==> src/rtl/ris_pkg.sv <==
package ris_pkg;
   typedef enum logic [2:0] {
      CLS_SKIP    = 3'd0,
      CLS_USELESS = 3'd1,
      CLS_NORMAL  = 3'd2,
      CLS_USEFUL  = 3'd3,
      CLS_REUSE   = 3'd4
   } ris_class_e;

   typedef enum logic [1:0] {
      KIND_FOLLOW = 2'd0,
      KIND_LRU    = 2'd1,
      KIND_ADAPT  = 2'd2
   } set_kind_e;
endpackage

==> src/rtl/ris_depth_calc.sv <==
module ris_depth_calc
   import ris_pkg::*;
#(
   parameter int CNT_W        = 8,
   parameter int POS_W        = 4,
   parameter int BYPASS_SHIFT = 4
) (
   input  logic             map_reuse,
   input  logic [CNT_W-1:0] zone_reuse,
   input  logic [CNT_W-1:0] zone_access,
   input  logic [2:0]       cls,
   output logic [POS_W-1:0] pos,
   output logic             bypass
);
   localparam int EXT_W = CNT_W + BYPASS_SHIFT;
   localparam logic [POS_W-1:0] START = {POS_W{1'b1}};

   logic [EXT_W-1:0] access_ext;
   logic [EXT_W-1:0] reuse_scaled;
   logic [POS_W-1:0] p;

   assign access_ext   = {{BYPASS_SHIFT{1'b0}}, zone_access};
   assign reuse_scaled = {zone_reuse, {BYPASS_SHIFT{1'b0}}};

   always_comb begin
      p = START;
      if (map_reuse)
         p = p >> 1;
      if (zone_reuse > zone_access)
         p = p >> 1;
      case (cls)
         CLS_REUSE:   p = '0;
         CLS_USEFUL:  p = p >> 1;
         CLS_USELESS: p = START;
         default:     p = p;
      endcase
      pos    = p;
      bypass = (cls == CLS_SKIP) || (access_ext > reuse_scaled);
   end
endmodule

==> src/rtl/ris_set_class.sv <==
module ris_set_class
   import ris_pkg::*;
#(
   parameter int SET_W  = 10,
   parameter int KEEP_W = 3
) (
   input  logic [SET_W-1:0] set_idx,
   input  logic             reduced,
   output set_kind_e        kind
);
   localparam int HALF_W = SET_W / 2;

   logic [HALF_W-1:0] upper;
   logic [HALF_W-1:0] lower;
   logic              kept;
   logic              allowed;

   assign upper   = set_idx[SET_W-1:HALF_W];
   assign lower   = set_idx[HALF_W-1:0];
   assign kept    = (upper >> KEEP_W) == '0;
   assign allowed = !reduced || kept;

   always_comb begin
      if (allowed && (upper == lower))
         kind = KIND_LRU;
      else if (allowed && (upper == ~lower))
         kind = KIND_ADAPT;
      else
         kind = KIND_FOLLOW;
   end
endmodule

==> src/rtl/ris_duel_ctrl.sv <==
module ris_duel_ctrl
   import ris_pkg::*;
#(
   parameter int PSEL_W    = 10,
   parameter int MARGIN    = 64,
   parameter bit REDUCE_EN = 1'b1
) (
   input  logic      clk,
   input  logic      rst_n,
   input  logic      miss_valid,
   input  set_kind_e miss_kind,
   output logic      follow_adapt,
   output logic      reduced_q
);
   localparam logic [PSEL_W-1:0] PMAX   = {PSEL_W{1'b1}};
   localparam logic [PSEL_W-1:0] PMID   = PSEL_W'(1) << (PSEL_W - 1);
   localparam logic [PSEL_W-1:0] LO_END = PSEL_W'(MARGIN);
   localparam logic [PSEL_W-1:0] HI_END = PMAX - PSEL_W'(MARGIN);
   localparam logic [PSEL_W-1:0] MID_LO = PMID >> 1;
   localparam logic [PSEL_W-1:0] MID_HI = PMID + (PMID >> 1) - PSEL_W'(1);

   logic [PSEL_W-1:0] psel_q;

   always_ff @(posedge clk) begin
      if (!rst_n)
         psel_q <= PMID;
      else if (miss_valid && (miss_kind == KIND_LRU) && (psel_q != PMAX))
         psel_q <= psel_q + PSEL_W'(1);
      else if (miss_valid && (miss_kind == KIND_ADAPT) && (psel_q != '0))
         psel_q <= psel_q - PSEL_W'(1);
   end

   assign follow_adapt = psel_q[PSEL_W-1];

   generate
      if (REDUCE_EN) begin : g_reduce
         logic extreme;
         logic middle;
         assign extreme = (psel_q < LO_END) || (psel_q > HI_END);
         assign middle  = (psel_q >= MID_LO) && (psel_q <= MID_HI);
         always_ff @(posedge clk) begin
            if (!rst_n)
               reduced_q <= 1'b0;
            else if (!reduced_q && extreme)
               reduced_q <= 1'b1;
            else if (reduced_q && middle)
               reduced_q <= 1'b0;
         end
      end else begin : g_fixed
         assign reduced_q = 1'b0;
      end
   endgenerate
endmodule

==> src/rtl/reuse_insert_sel.sv <==
module reuse_insert_sel
   import ris_pkg::*;
#(
   parameter int SET_W        = 10,
   parameter int KEEP_W       = 3,
   parameter int CNT_W        = 8,
   parameter int POS_W        = 4,
   parameter int BYPASS_SHIFT = 4,
   parameter int PSEL_W       = 10,
   parameter int MARGIN       = 64,
   parameter bit REDUCE_EN    = 1'b1
) (
   input  logic             clk,
   input  logic             rst_n,
   input  logic             req_valid,
   input  logic [SET_W-1:0] req_set,
   input  logic             req_map_reuse,
   input  logic [CNT_W-1:0] req_zone_reuse,
   input  logic [CNT_W-1:0] req_zone_access,
   input  logic [2:0]       req_class,
   input  logic             miss_valid,
   input  logic [SET_W-1:0] miss_set,
   output logic             dec_valid,
   output logic             dec_bypass,
   output logic [POS_W-1:0] dec_pos,
   output logic             dec_adaptive
);
   if (SET_W % 2 != 0) begin : g_bad_set
      $error("SET_W must be even");
   end
   if (KEEP_W > SET_W / 2) begin : g_bad_keep
      $error("KEEP_W exceeds half of SET_W");
   end
   if (4 * MARGIN >= (1 << PSEL_W)) begin : g_bad_margin
      $error("MARGIN overlaps the middle range");
   end

   set_kind_e        req_kind;
   set_kind_e        miss_kind;
   logic             reduced;
   logic             follow_adapt;
   logic             use_adapt;
   logic [POS_W-1:0] calc_pos;
   logic             calc_bypass;

   ris_set_class #(.SET_W(SET_W), .KEEP_W(KEEP_W)) u_req_class (
      .set_idx (req_set),
      .reduced (reduced),
      .kind    (req_kind)
   );

   ris_set_class #(.SET_W(SET_W), .KEEP_W(KEEP_W)) u_miss_class (
      .set_idx (miss_set),
      .reduced (reduced),
      .kind    (miss_kind)
   );

   ris_duel_ctrl #(.PSEL_W(PSEL_W), .MARGIN(MARGIN), .REDUCE_EN(REDUCE_EN)) u_duel (
      .clk          (clk),
      .rst_n        (rst_n),
      .miss_valid   (miss_valid),
      .miss_kind    (miss_kind),
      .follow_adapt (follow_adapt),
      .reduced_q    (reduced)
   );

   ris_depth_calc #(.CNT_W(CNT_W), .POS_W(POS_W), .BYPASS_SHIFT(BYPASS_SHIFT)) u_depth (
      .map_reuse   (req_map_reuse),
      .zone_reuse  (req_zone_reuse),
      .zone_access (req_zone_access),
      .cls         (req_class),
      .pos         (calc_pos),
      .bypass      (calc_bypass)
   );

   assign use_adapt = (req_kind == KIND_ADAPT) ||
                      ((req_kind == KIND_FOLLOW) && follow_adapt);

   always_ff @(posedge clk) begin
      if (!rst_n) begin
         dec_valid    <= 1'b0;
         dec_bypass   <= 1'b0;
         dec_pos      <= '0;
         dec_adaptive <= 1'b0;
      end else begin
         dec_valid <= req_valid;
         if (req_valid) begin
            dec_adaptive <= use_adapt;
            dec_bypass   <= use_adapt && calc_bypass;
            dec_pos      <= use_adapt ? calc_pos : '0;
         end
      end
   end
endmodule

==> config.mk <==
export PLATFORM = sky130hd
export DESIGN_NAME = reuse_insert_sel
export DESIGN_NICKNAME = d
export VERILOG_FILES = /design/src/rtl/ris_pkg.sv /design/src/rtl/ris_depth_calc.sv /design/src/rtl/ris_set_class.sv /design/src/rtl/ris_duel_ctrl.sv /design/src/rtl/reuse_insert_sel.sv
export SDC_FILE = /design/constraint.sdc
export NUM_CORES = 1
export LEC_CHECK = 0
export BUFFER_PORTS_ARGS = -buffer_cell sky130_fd_sc_hd__buf_4
export CORE_MARGIN = 4
export CORE_UTILIZATION = 30
export CTS_BUF_LIST = sky130_fd_sc_hd__clkbuf_8
export CTS_CLUSTER_SIZE = 20
export DETAILED_ROUTE_END_ITERATION = 6
export PLACE_DENSITY_LB_ADDON = 0.05
export SLEW_MARGIN = 20
export SYNTH_ARGS = -nofsm -noshare
export SYNTH_HDL_FRONTEND = slang
export SYNTH_SLANG_ARGS = --single-unit
==> constraint.sdc <==
create_clock -name clk -period 3.3 [get_ports clk]
set_input_delay 0.495 -clock clk [delete_from_list [all_inputs] [get_ports clk]]
set_output_delay 0.495 -clock clk [all_outputs]
set_load 0.005 [all_outputs]
==> impl_results.md, run 1 <==
- Die X: 82 um
- Post-CTS sizing: 0
- Via density: 4.87
- Worst skew pair latency: 260 ps
- FP Rows: 26
- Detailed Route Iter0 Violations: 57
- CTS tree: built
- Placed instance area: 2110 um2
- Top FF cell, synth: dfxtp_1
- Fmax: 0.347 GHz
- TritonCTS buffer count: 3
- Drt first pass iters: 4
- Final WS setup: 421 ps
- Routed Antenna Nets: 0
- Vias: 1602
- Final Slew Violations: 0
- Slew HR: 0.643
- # IOs: 51
- Number of global-route vias before repair: 1654
- ANT cells: 0
- Port Buffers: 50
- Most frequent cells in the layout: buf_4 (52), inv_1 (20), ha_1 (20), nand2_1 (19), a21oi_1 (19)
- Chip height: 82 um
- Dpl hpwl: 3.44 mm
- Number of enable flip-flop cells after synthesis: 0
- Final total power: 641 uW
- Setup crit start: u_duel.psel_q[9]$_SDFFE_PN1P_
- Worst Path Max Fanout: 8
- Final setup fails: 0
- Startpoint types: flop
- WP data arrival: 3030 ps
- Clk root buf: clkbuf_8
- Min-Delay Path Class: reg2reg
- Gpl congestion: 0.764
- CTS max path bufs: 2
- FILL cells: 557
- GRT Overall Usage: 0.133
- Static Leak: 1.00 nW
- First-pass GRT wire length: 7.07 mm
- # hold bufs at CTS: 0
- Post-synthesis cell type count: 42
- Share of layout cells above drive strength 1: 0.259
- FF+latch count, synth: 18
- Max-Cap Viols: 0
- H-tree Lvls: 1
- Wire length per cell: 12.4 um
- Outcome: finished clean
- Period utilization: 0.872
- Post-CTS setup buffer count: 0
- Cell Pwr Density: 296 nW/um2
- RSZ-0062 raised after global routing: no
- Die area: 6720 um2
- R2R Path Start: u_duel.psel_q[9]$_SDFFE_PN1P_
- YS warnings: 0
- Starting Density: 0.316
- Worst-path clk slew: 70 ps
- Most common cell after layout, fill and taps aside: buf_4
- Kind of critical path: reg2reg
- Final Hold Vio Count: 0
- Worst-margin pin slew: 531 ps
- Synth-to-layout area growth: 31.7%
- Pre-CTS WS: 154 ps
- Hold Startpoint: dec_pos[1]$_SDFFE_PN0P_
- Antenna violations before repair: 0
- Asr flop ratio synth: 0
- Peak VDD IR: 0.125 mV
- Setup TNS: 0 ps
- CORE AREA: 5200 um2
- GRT Residual Overflow: 0
- Crit path capture type: flop
- Syn Nets: 271
- Tmin final: 2880 ps
- Post-route cell area: 2160 um2
- WL final: 4.09 mm
- Pin count of the biggest net entering global routing: 13
- Synthesized area: 1640 um2
- CP required: 3450 ps
- Post-Synthesis Cells: 206
- # nets final: 325
- Register area share after synthesis: 0.219
- Clk sinks: 18
- Setup Skew: 2.39 ps
- Drt drc: 0
- Mean Syn Cell Area: 7.97 um2
-- registers in the layout, indices dropped and copies added, names as in the netlist --
signal / cells
u_duel.reduced_q: 1
dec_bypass: 1
dec_adaptive: 1
u_duel.psel_q: 10
dec_valid: 1
dec_pos: 4
-- where the power goes --
part	leakage [nW]	internal [mW]	switching, mW	total (mW)
combinational	0.827	0.115	0.102	0.216
sequential	0.147	0.228	0.00911	0.237
clock	0.0288	0.106	0.0808	0.187
-- kinds of logic (layout without fill, tap and decap cells) --
family | count (synthesis) | after routing | share of synthesized area
simple gates | 74 | 74 | 0.238
buf+inv | 23 | 76 | 0.0533
mux | 6 | 6 | 0.0373
compound gates | 47 | 47 | 0.179
fa+ha+maj | 21 | 21 | 0.165
xor+xnor | 17 | 17 | 0.109
flops | 18 | 18 | 0.219
-- routing by layer --
| layer | wire [um] | GRT usage | vias to the layer above |
|---|---|---|---|
| met2 | 1800 | 0.230 | 46 |
| met5 | 0 | 0 | - |
| met1 | 1870 | 0.160 | 706 |
| li1 | - | - | 845 |
| met4 | 45 | 0.0415 | 0 |
| met3 | 375 | 0.0318 | 5 |
-- synth_stat cells (2+ instances only) --
| cell type | count | area, um2 |
|---|---|---|
| clkbuf_1 | 2 | 7.51 |
| dfxtp_1 | 18 | 360 |
| inv_1 | 20 | 75.1 |
| mux2i_1 | 5 | 50.1 |
| nor3_1 | 3 | 15.0 |
| nand2b_1 | 4 | 25.0 |
| nor4_1 | 7 | 43.8 |
| nand4_1 | 4 | 25.0 |
| xnor2_2 | 4 | 65.1 |
| nor2b_1 | 3 | 18.8 |
| o21ai_0 | 11 | 55.1 |
| o211ai_1 | 3 | 22.5 |
| o31ai_1 | 2 | 15.0 |
| xnor2_1 | 10 | 87.6 |
| xor2_1 | 3 | 26.3 |
| a21oi_1 | 19 | 95.1 |
| nand2_1 | 19 | 71.3 |
| ha_1 | 20 | 250 |
| nand3_1 | 11 | 55.1 |
| nor2_1 | 16 | 60.1 |
-- cell type report --
cell class,instances,area (um2),share of cell area
clock buffers,4,55.1,0.0254
inverters,20,75.1,0.0347
flip-flops and latches,18,360,0.167
well taps,70,87.6,0.0405
multi-input cells,165,1190,0.552
repair buffers,52,390,0.180
-- worst paths after layout --
path / to / slack [ps] / cells past startpoint
hold reg to reg: dec_pos[1]$_SDFFE_PN0P_ / 470 / 2
hold / removal: dec_pos[1]$_SDFFE_PN0P_ / 470 / 2
setup reg to reg: u_duel.psel_q[9]$_SDFFE_PN1P_ / 420 / 11
setup / recovery: u_duel.psel_q[9]$_SDFFE_PN1P_ / 420 / 11
-- worst max-delay path, cell delays in order (launching register included) --
cell and delay, ps:
dfxtp_1 430, nand2_1 110, nor4_1 470, nor4_4 60, inv_1 220, ha_1 270, nand3_1 120, o211ai_2 190
o2111ai_1 130, a31oi_1 220, mux2i_1 220, mux2_1 330
-- through the flow --
| step | hold WS, ps | util | cells |
|---|---|---|---|
| final | 467 | 0.416 | 329 |
| after global routing | 486 | 0.416 | 329 |
| after CTS | 469 | 0.416 | 329 |
| after detailed placement | 457 | 0.405 | 325 |
| after global placement | 459 | 0.405 | 325 |
| after floorplan | 460 | - | 206 |
No activity file was read; power rests on OpenSTA's default activity.
==> inputs of run 2 (changes only) <==
--- a/config.mk
+++ b/config.mk
@@ -6,12 +6,15 @@
 export NUM_CORES = 1
 export LEC_CHECK = 0
 export BUFFER_PORTS_ARGS = -buffer_cell sky130_fd_sc_hd__buf_4
+export CELL_PAD_IN_SITES_DETAIL_PLACEMENT = 1
+export CELL_PAD_IN_SITES_GLOBAL_PLACEMENT = 2
 export CORE_MARGIN = 4
 export CORE_UTILIZATION = 30
 export CTS_BUF_LIST = sky130_fd_sc_hd__clkbuf_8
 export CTS_CLUSTER_SIZE = 20
 export DETAILED_ROUTE_END_ITERATION = 6
 export PLACE_DENSITY_LB_ADDON = 0.05
+export SETUP_SLACK_MARGIN = 0.15
 export SLEW_MARGIN = 20
 export SYNTH_ARGS = -nofsm -noshare
 export SYNTH_HDL_FRONTEND = slang
==> impl_results.md, run 2 (synthesis gave the netlist of run 1 again) <==
- Clk root buf: clkbuf_8
- Share of layout cells above drive strength 1: 0.270 (+0.0116)
- Post-CTS setup buffer count: 0 (unchanged)
- Peak VDD IR: 0.152 mV (+22%)
- CORE AREA: 5200 um2 (unchanged)
- FP Rows: 26 (unchanged)
- TritonCTS buffer count: 3 (unchanged)
- Vias: 1635 (+2.1%)
- Final setup fails: 0 (unchanged)
- Post-CTS sizing: 0 (unchanged)
- CP required: 3450 ps (about the same)
- Setup TNS: 0 ps (unchanged)
- GRT Residual Overflow: 0 (unchanged)
- Crit path cell chain: buf_4 -> xnor2_2 -> nand4_2 -> nor4_4 -> inv_2 -> ha_2 -> nand3_1 -> o211ai_2 -> o2111ai_1 -> a31oi_1 -> mux2i_1 -> mux2_1
- First-pass GRT wire length: 7.67 mm (+8.5%)
- Dpl hpwl: 3.75 mm (+9.0%)
- Post-Route Utilization: 0.416 (+0.000481)
- Wire length per cell: 13.6 um (+9.6%)
- CTS max path bufs: 2 (unchanged)
- Pin count of the biggest net entering global routing: 13 (unchanged)
- FILL cells: 657 (+18%)
- Die area: 6720 um2 (unchanged)
- Worst skew pair latency: 260 ps (about the same)
- Final WS setup: 468 ps (+47.0 ps)
- Path depth of the worst reg2reg path: 11 (unchanged)
- Drt first pass iters: 4 (unchanged)
- Tmin final: 2830 ps (-47.0 ps)
- Reg area: 360 um2 (unchanged)
- WHS Path Cells: 2 (unchanged)
- Final Hold Vio Count: 0 (unchanged)
- Number of global-route vias before repair: 1686 (+1.9%)
- CTS tree: built
- Outcome: finished clean
- Most frequent cells in the layout: buf_4 (53), inv_1 (19), nand2_1 (19), a21oi_1 (19), ha_1 (19)
- Starting Density: 0.316 (unchanged)
- Chip height: 82 um (unchanged)
- # hold bufs at CTS: 0 (unchanged)
- Final total power: 618 uW (-3.6%)
- Number of flip-flops in the largest register: 10 (unchanged)
- Fmax: 0.353 GHz (+1.7%)
- Antenna violations before repair: 0 (unchanged)
- ANT cells: 0 (unchanged)
- Synth-to-layout area growth: 31.8%
- Routed Antenna Nets: 0 (unchanged)
- Final Slew Violations: 0 (unchanged)
- Port Buffers: 50 (unchanged)
- H-tree Lvls: 1 (unchanged)
- Gpl congestion: 0.735 (-3.8%)
- Slowest cell on crit path: ha_2
- Die X: 82 um (unchanged)
- Slew HR: 0.711 (+0.0684)
- Dpl cells: 326 (+0.31%)
- WP data arrival: 2980 ps (-50 ps)
- WL final: 4.49 mm (+9.6%)
- RSZ-0062 raised after global routing: no
- Setup Skew: 14.6 ps (+12.3 ps)
- Multi-input combinational cell area: 1200 um2 (+0.73%)
- Kind of critical path: in2reg
- Most common cell after layout, fill and taps aside: buf_4
- Cell Pwr Density: 285 nW/um2 (-3.7%)
- Final cell count without fillers: 329 (unchanged)
- Detailed Route Iter0 Violations: 33 (-42%)
- Via density: 4.97 (+2.1%)
- # nets final: 326 (+0.31%)
- Max incr delay on CP: 410 ps (-60 ps)
- Period utilization: 0.858 (-0.0142)
- Static Leak: 1.00 nW (-0.25%)
- Pre-CTS WS: 141 ps (-13.4 ps)
- Min-Delay Path Class: reg2reg
- Worst-path clk slew: 80 ps (about the same)
- GRT Overall Usage: 0.143 (+0.00990)
- Largest registers: u_duel.psel_q x10, dec_pos x4
- Startpoint types: input port
- Worst Path Max Fanout: 8 (unchanged)
- Reg with most FFs: u_duel.psel_q
- Worst-margin pin slew: 433 ps (-98.2 ps)
- Drt drc: 0 (unchanged)
- Clk sinks: 18 (unchanged)
- # IOs: 51 (unchanged)
- Max-Cap Viols: 0 (unchanged)
- Crit path capture type: flop
[run 2: cell types whose count changed in the layout (fill, tap and decap cells not counted), sizes merged]
cell    change
buf         +1
clkbuf      -1
[run 2: worst max-delay path, delay by kind of cell]
| kind | cells | cell delay [ps] |
|---|---|---|
| muxes | 2 | 550 |
| and+or+nand+nor | 3 | 520 |
| AOI/OAI and AO/OA | 3 | 540 |
| adders and majority gates | 1 | 410 |
| xor gates and xnor gates | 1 | 190 |
| buffers and inverters | 2 | 280 |
[run 2: report_power, final]
group	internal [mW]	switching [mW]
clock	0.0811	0.0763
sequential	0.228	0.00875
combinational	0.116	0.107
[run 2: final cells by class]
type | count | share of cell area
multi-input cells | 165 | 0.556
repair buffers | 53 | 0.184
flip-flops and latches | 18 | 0.166
well taps | 70 | 0.0404
inverters | 20 | 0.0347
clock buffers | 3 | 0.0191
[run 2: through the flow]
stage | cell area, um2 | hold slack [ps]
global route | 2170 | 484
detailed placement | 2120 | 458
global placement | 2120 | 460
floorplan | 1640 | 460
finish | 2170 | 465
CTS | 2160 | 468
[run 2: path summary, 6_finish.rpt]
path | startpoint | endpoint | slack (ps)
worst max register to register | u_duel.psel_q[9]$_SDFFE_PN1P_ | u_duel.psel_q[9]$_SDFFE_PN1P_ | 610
worst min register to register | dec_pos[1]$_SDFFE_PN0P_ | dec_pos[1]$_SDFFE_PN0P_ | 470
worst min-delay path | dec_pos[1]$_SDFFE_PN0P_ | dec_pos[1]$_SDFFE_PN0P_ | 470
worst max-delay path | miss_set[1] | u_duel.psel_q[9]$_SDFFE_PN1P_ | 470
[run 2: routing by layer]
metal,vias up,GRT usage,wire length (um)
li1,845,-,-
met4,0,0.0199,19
met2,39,0.240,1950
met1,749,0.190,2200
met5,-,0,0
met3,2,0.0307,315
==> inputs of run 3 (changes only) <==
==> constraint.sdc (replaced) <==
create_clock -name clk -period 3.3 [get_ports clk]
set_input_delay 0.66 -clock clk [delete_from_list [all_inputs] [get_ports clk]]
set_output_delay 0.66 -clock clk [all_outputs]
set_load 0.005 [all_outputs]
==> impl_results.md, run 3 (synthesis gave the netlist of run 1 again) <==
- # IOs: 51 (unchanged)
- Slew HR: 0.643 (-0.0681)
- Cell family with most CP delay: compound AO/OA/AOI/OAI gates
- Drt drc: 0 (unchanged)
- ANT cells: 0 (unchanged)
- Tmin final: 2950 ps (+114 ps)
- Placed instance area: 2140 um2 (+1.1%)
- Outcome: finished clean
- Worst-path clk slew: 80 ps (about the same)
- Wire length per cell: 13.7 um (+0.48%)
- Worst-margin pin slew: 531 ps (+97.7 ps)
- # nets final: 324 (-0.61%)
- Chip height: 82 um (unchanged)
- H-tree Lvls: 1 (unchanged)
- Final Hold Vio Count: 0 (unchanged)
- FP Rows: 26 (unchanged)
- Flop pwr share: 0.366 (-0.018)
- Startpoint types: input port
- Via density: 4.92 (-0.98%)
- Sw frac: 0.304 (-0.00742)
- Clk root buf: clkbuf_8
- Most frequent cells in the layout: buf_4 (51), inv_1 (19), nand2_1 (19), a21oi_1 (19), dfxtp_1 (18)
- WP data arrival: 3100 ps (+120 ps)
- GRT Overall Usage: 0.143 (about the same)
- Final Slew Violations: 0 (unchanged)
- CORE AREA: 5200 um2 (unchanged)
- Gpl congestion: 0.808 (+9.8%)
- RSZ-0062 raised after global routing: no
- Most common cell after layout, fill and taps aside: buf_4
- Synth-to-layout area growth: 33.5%
- First-pass GRT wire length: 7.56 mm (-1.4%)
- Period utilization: 0.893 (+0.0346)
- # hold bufs at CTS: 0 (unchanged)
- Cell Pwr Density: 296 nW/um2 (+3.9%)
- WL final: 4.49 mm (+0.18%)
- Post-route cell area: 2190 um2 (+1.3%)
- Starting Density: 0.316 (unchanged)
- Worst skew pair latency: 260 ps (about the same)
- Antenna violations before repair: 0 (unchanged)
- Setup TNS: 0 ps (unchanged)
- Routed Antenna Nets: 0 (unchanged)
- Crit path cell chain: buf_4 -> xnor2_2 -> nand4_2 -> nor4_4 -> inv_2 -> ha_1 -> a21oi_1 -> o211ai_2 -> o2111ai_1 -> a31oi_1 -> mux2i_1 -> mux2_1
- Dpl hpwl: 3.77 mm (+0.64%)
- CTS max path bufs: 2 (unchanged)
- Logic pwr share: 0.344 (-0.017)
- Static Leak: 1.00 nW (about the same)
- Crit path capture type: flop
- Share of layout cells above drive strength 1: 0.271 (+0.00105)
- Min-Delay Path Class: reg2reg
- Reg with most FFs: u_duel.psel_q
- Port Buffers: 50 (unchanged)
- Max-Cap Viols: 0 (unchanged)
- Detailed Route Iter0 Violations: 30 (-9.1%)
- Max incr delay on CP: 330 ps (-80 ps)
- Vias: 1614 (-1.3%)
- Peak VDD IR: 0.0982 mV (-35%)
- Largest registers: u_duel.psel_q x10, dec_pos x4
- Number of flip-flops in the largest register: 10 (unchanged)
- Drt first pass iters: 4 (unchanged)
- Clk pwr share: 0.290 (+0.035)
- Post-CTS sizing: 0 (unchanged)
- Setup Skew: 8.40 ps (-6.24 ps)
- NetSw: 198 uW (+2.7%)
- CP Buf/Inv Count: 2 (unchanged)
- Clk sinks: 18 (unchanged)
- Kind of critical path: in2reg
- Final setup fails: 0 (unchanged)
- Post-CTS setup buffer count: 0 (unchanged)
- Fmax: 0.339 GHz (-3.9%)
- Slowest cell on crit path: mux2_1
- TritonCTS buffer count: 3 (unchanged)
- Worst Path Max Fanout: 8 (unchanged)
- Number of global-route vias before repair: 1640 (-2.7%)
- Die X: 82 um (unchanged)
- Die area: 6720 um2 (unchanged)
- GRT Residual Overflow: 0 (unchanged)
- CTS tree: built
- CP required: 3460 ps (about the same)
- Pin count of the biggest net entering global routing: 13 (unchanged)
- Int Pwr: 452 uW (+6.4%)
-- run 3: cell types whose count changed in the layout (fill, tap and decap cells not counted), sizes merged --
cell,before,now
buf,53,51
clkbuf,3,4
-- run 3: through the flow --
stage,instances,hold WS [ps],power (mW),util,worst slack [ps]
after floorplan,206,460,0.379,-,136
after global placement,324,461,0.467,0.411,118
after detailed placement,324,466,0.469,0.411,80.1
after CTS,328,476,0.662,0.421,332
after global routing,328,493,0.703,0.421,155
final,328,474,0.650,0.421,354
-- run 3: path summary, 6_finish.rpt --
path                                                 endpoint  cells past startpoint                           from  slack [ps]
worst min register to register        dec_pos[0]$_SDFFE_PN0P_                      2        dec_pos[0]$_SDFFE_PN0P_         470
worst max register to register  u_duel.psel_q[9]$_SDFFE_PN1P_                     11  u_duel.psel_q[6]$_SDFFE_PN0P_         390
worst max-delay path            u_duel.psel_q[9]$_SDFFE_PN1P_                     12                    miss_set[4]         350
worst min-delay path                  dec_pos[0]$_SDFFE_PN0P_                      2        dec_pos[0]$_SDFFE_PN0P_         470
-- run 3: worst reg2reg max path, cell delays in order, from the launching register on --
cell and delay [ps]:
dfxtp_1 400, nand2_1 110, nor4_1 520, nor4_4 70, inv_2 220, ha_1 280, a21oi_1 240, o211ai_2 140
o2111ai_1 190, a31oi_1 120, mux2i_1 180, mux2_1 330
-- run 3: area by class of cell --
class,count,area (um2)
clock buffers,4,55.1
fillers,670,3010
inverters,20,75.1
multi-input cells,165,1230
flip-flops and latches,18,360
well taps,70,87.6
repair buffers,51,383
-- run 3: metal layers --
metal | vias up | wire length (um) | GRT usage
li1 | 846 | - | -
met1 | 727 | 2220 | 0.189
met2 | 39 | 1960 | 0.235
met3 | 2 | 300 | 0.0296
met4 | 0 | 19 | 0.0349
met5 | - | 0 | 0
-- run 3: power by group through the flow --
stage | Combinational [mW] | Sequential, mW | Clock [mW]
2_1_floorplan | 0.137 | 0.242 | 0
6_report | 0.223 | 0.238 | 0.189
5_1_grt | 0.254 | 0.240 | 0.208
3_5_place_dp | 0.226 | 0.243 | 0
4_1_cts | 0.228 | 0.238 | 0.196
3_3_place_gp | 0.224 | 0.243 | 0
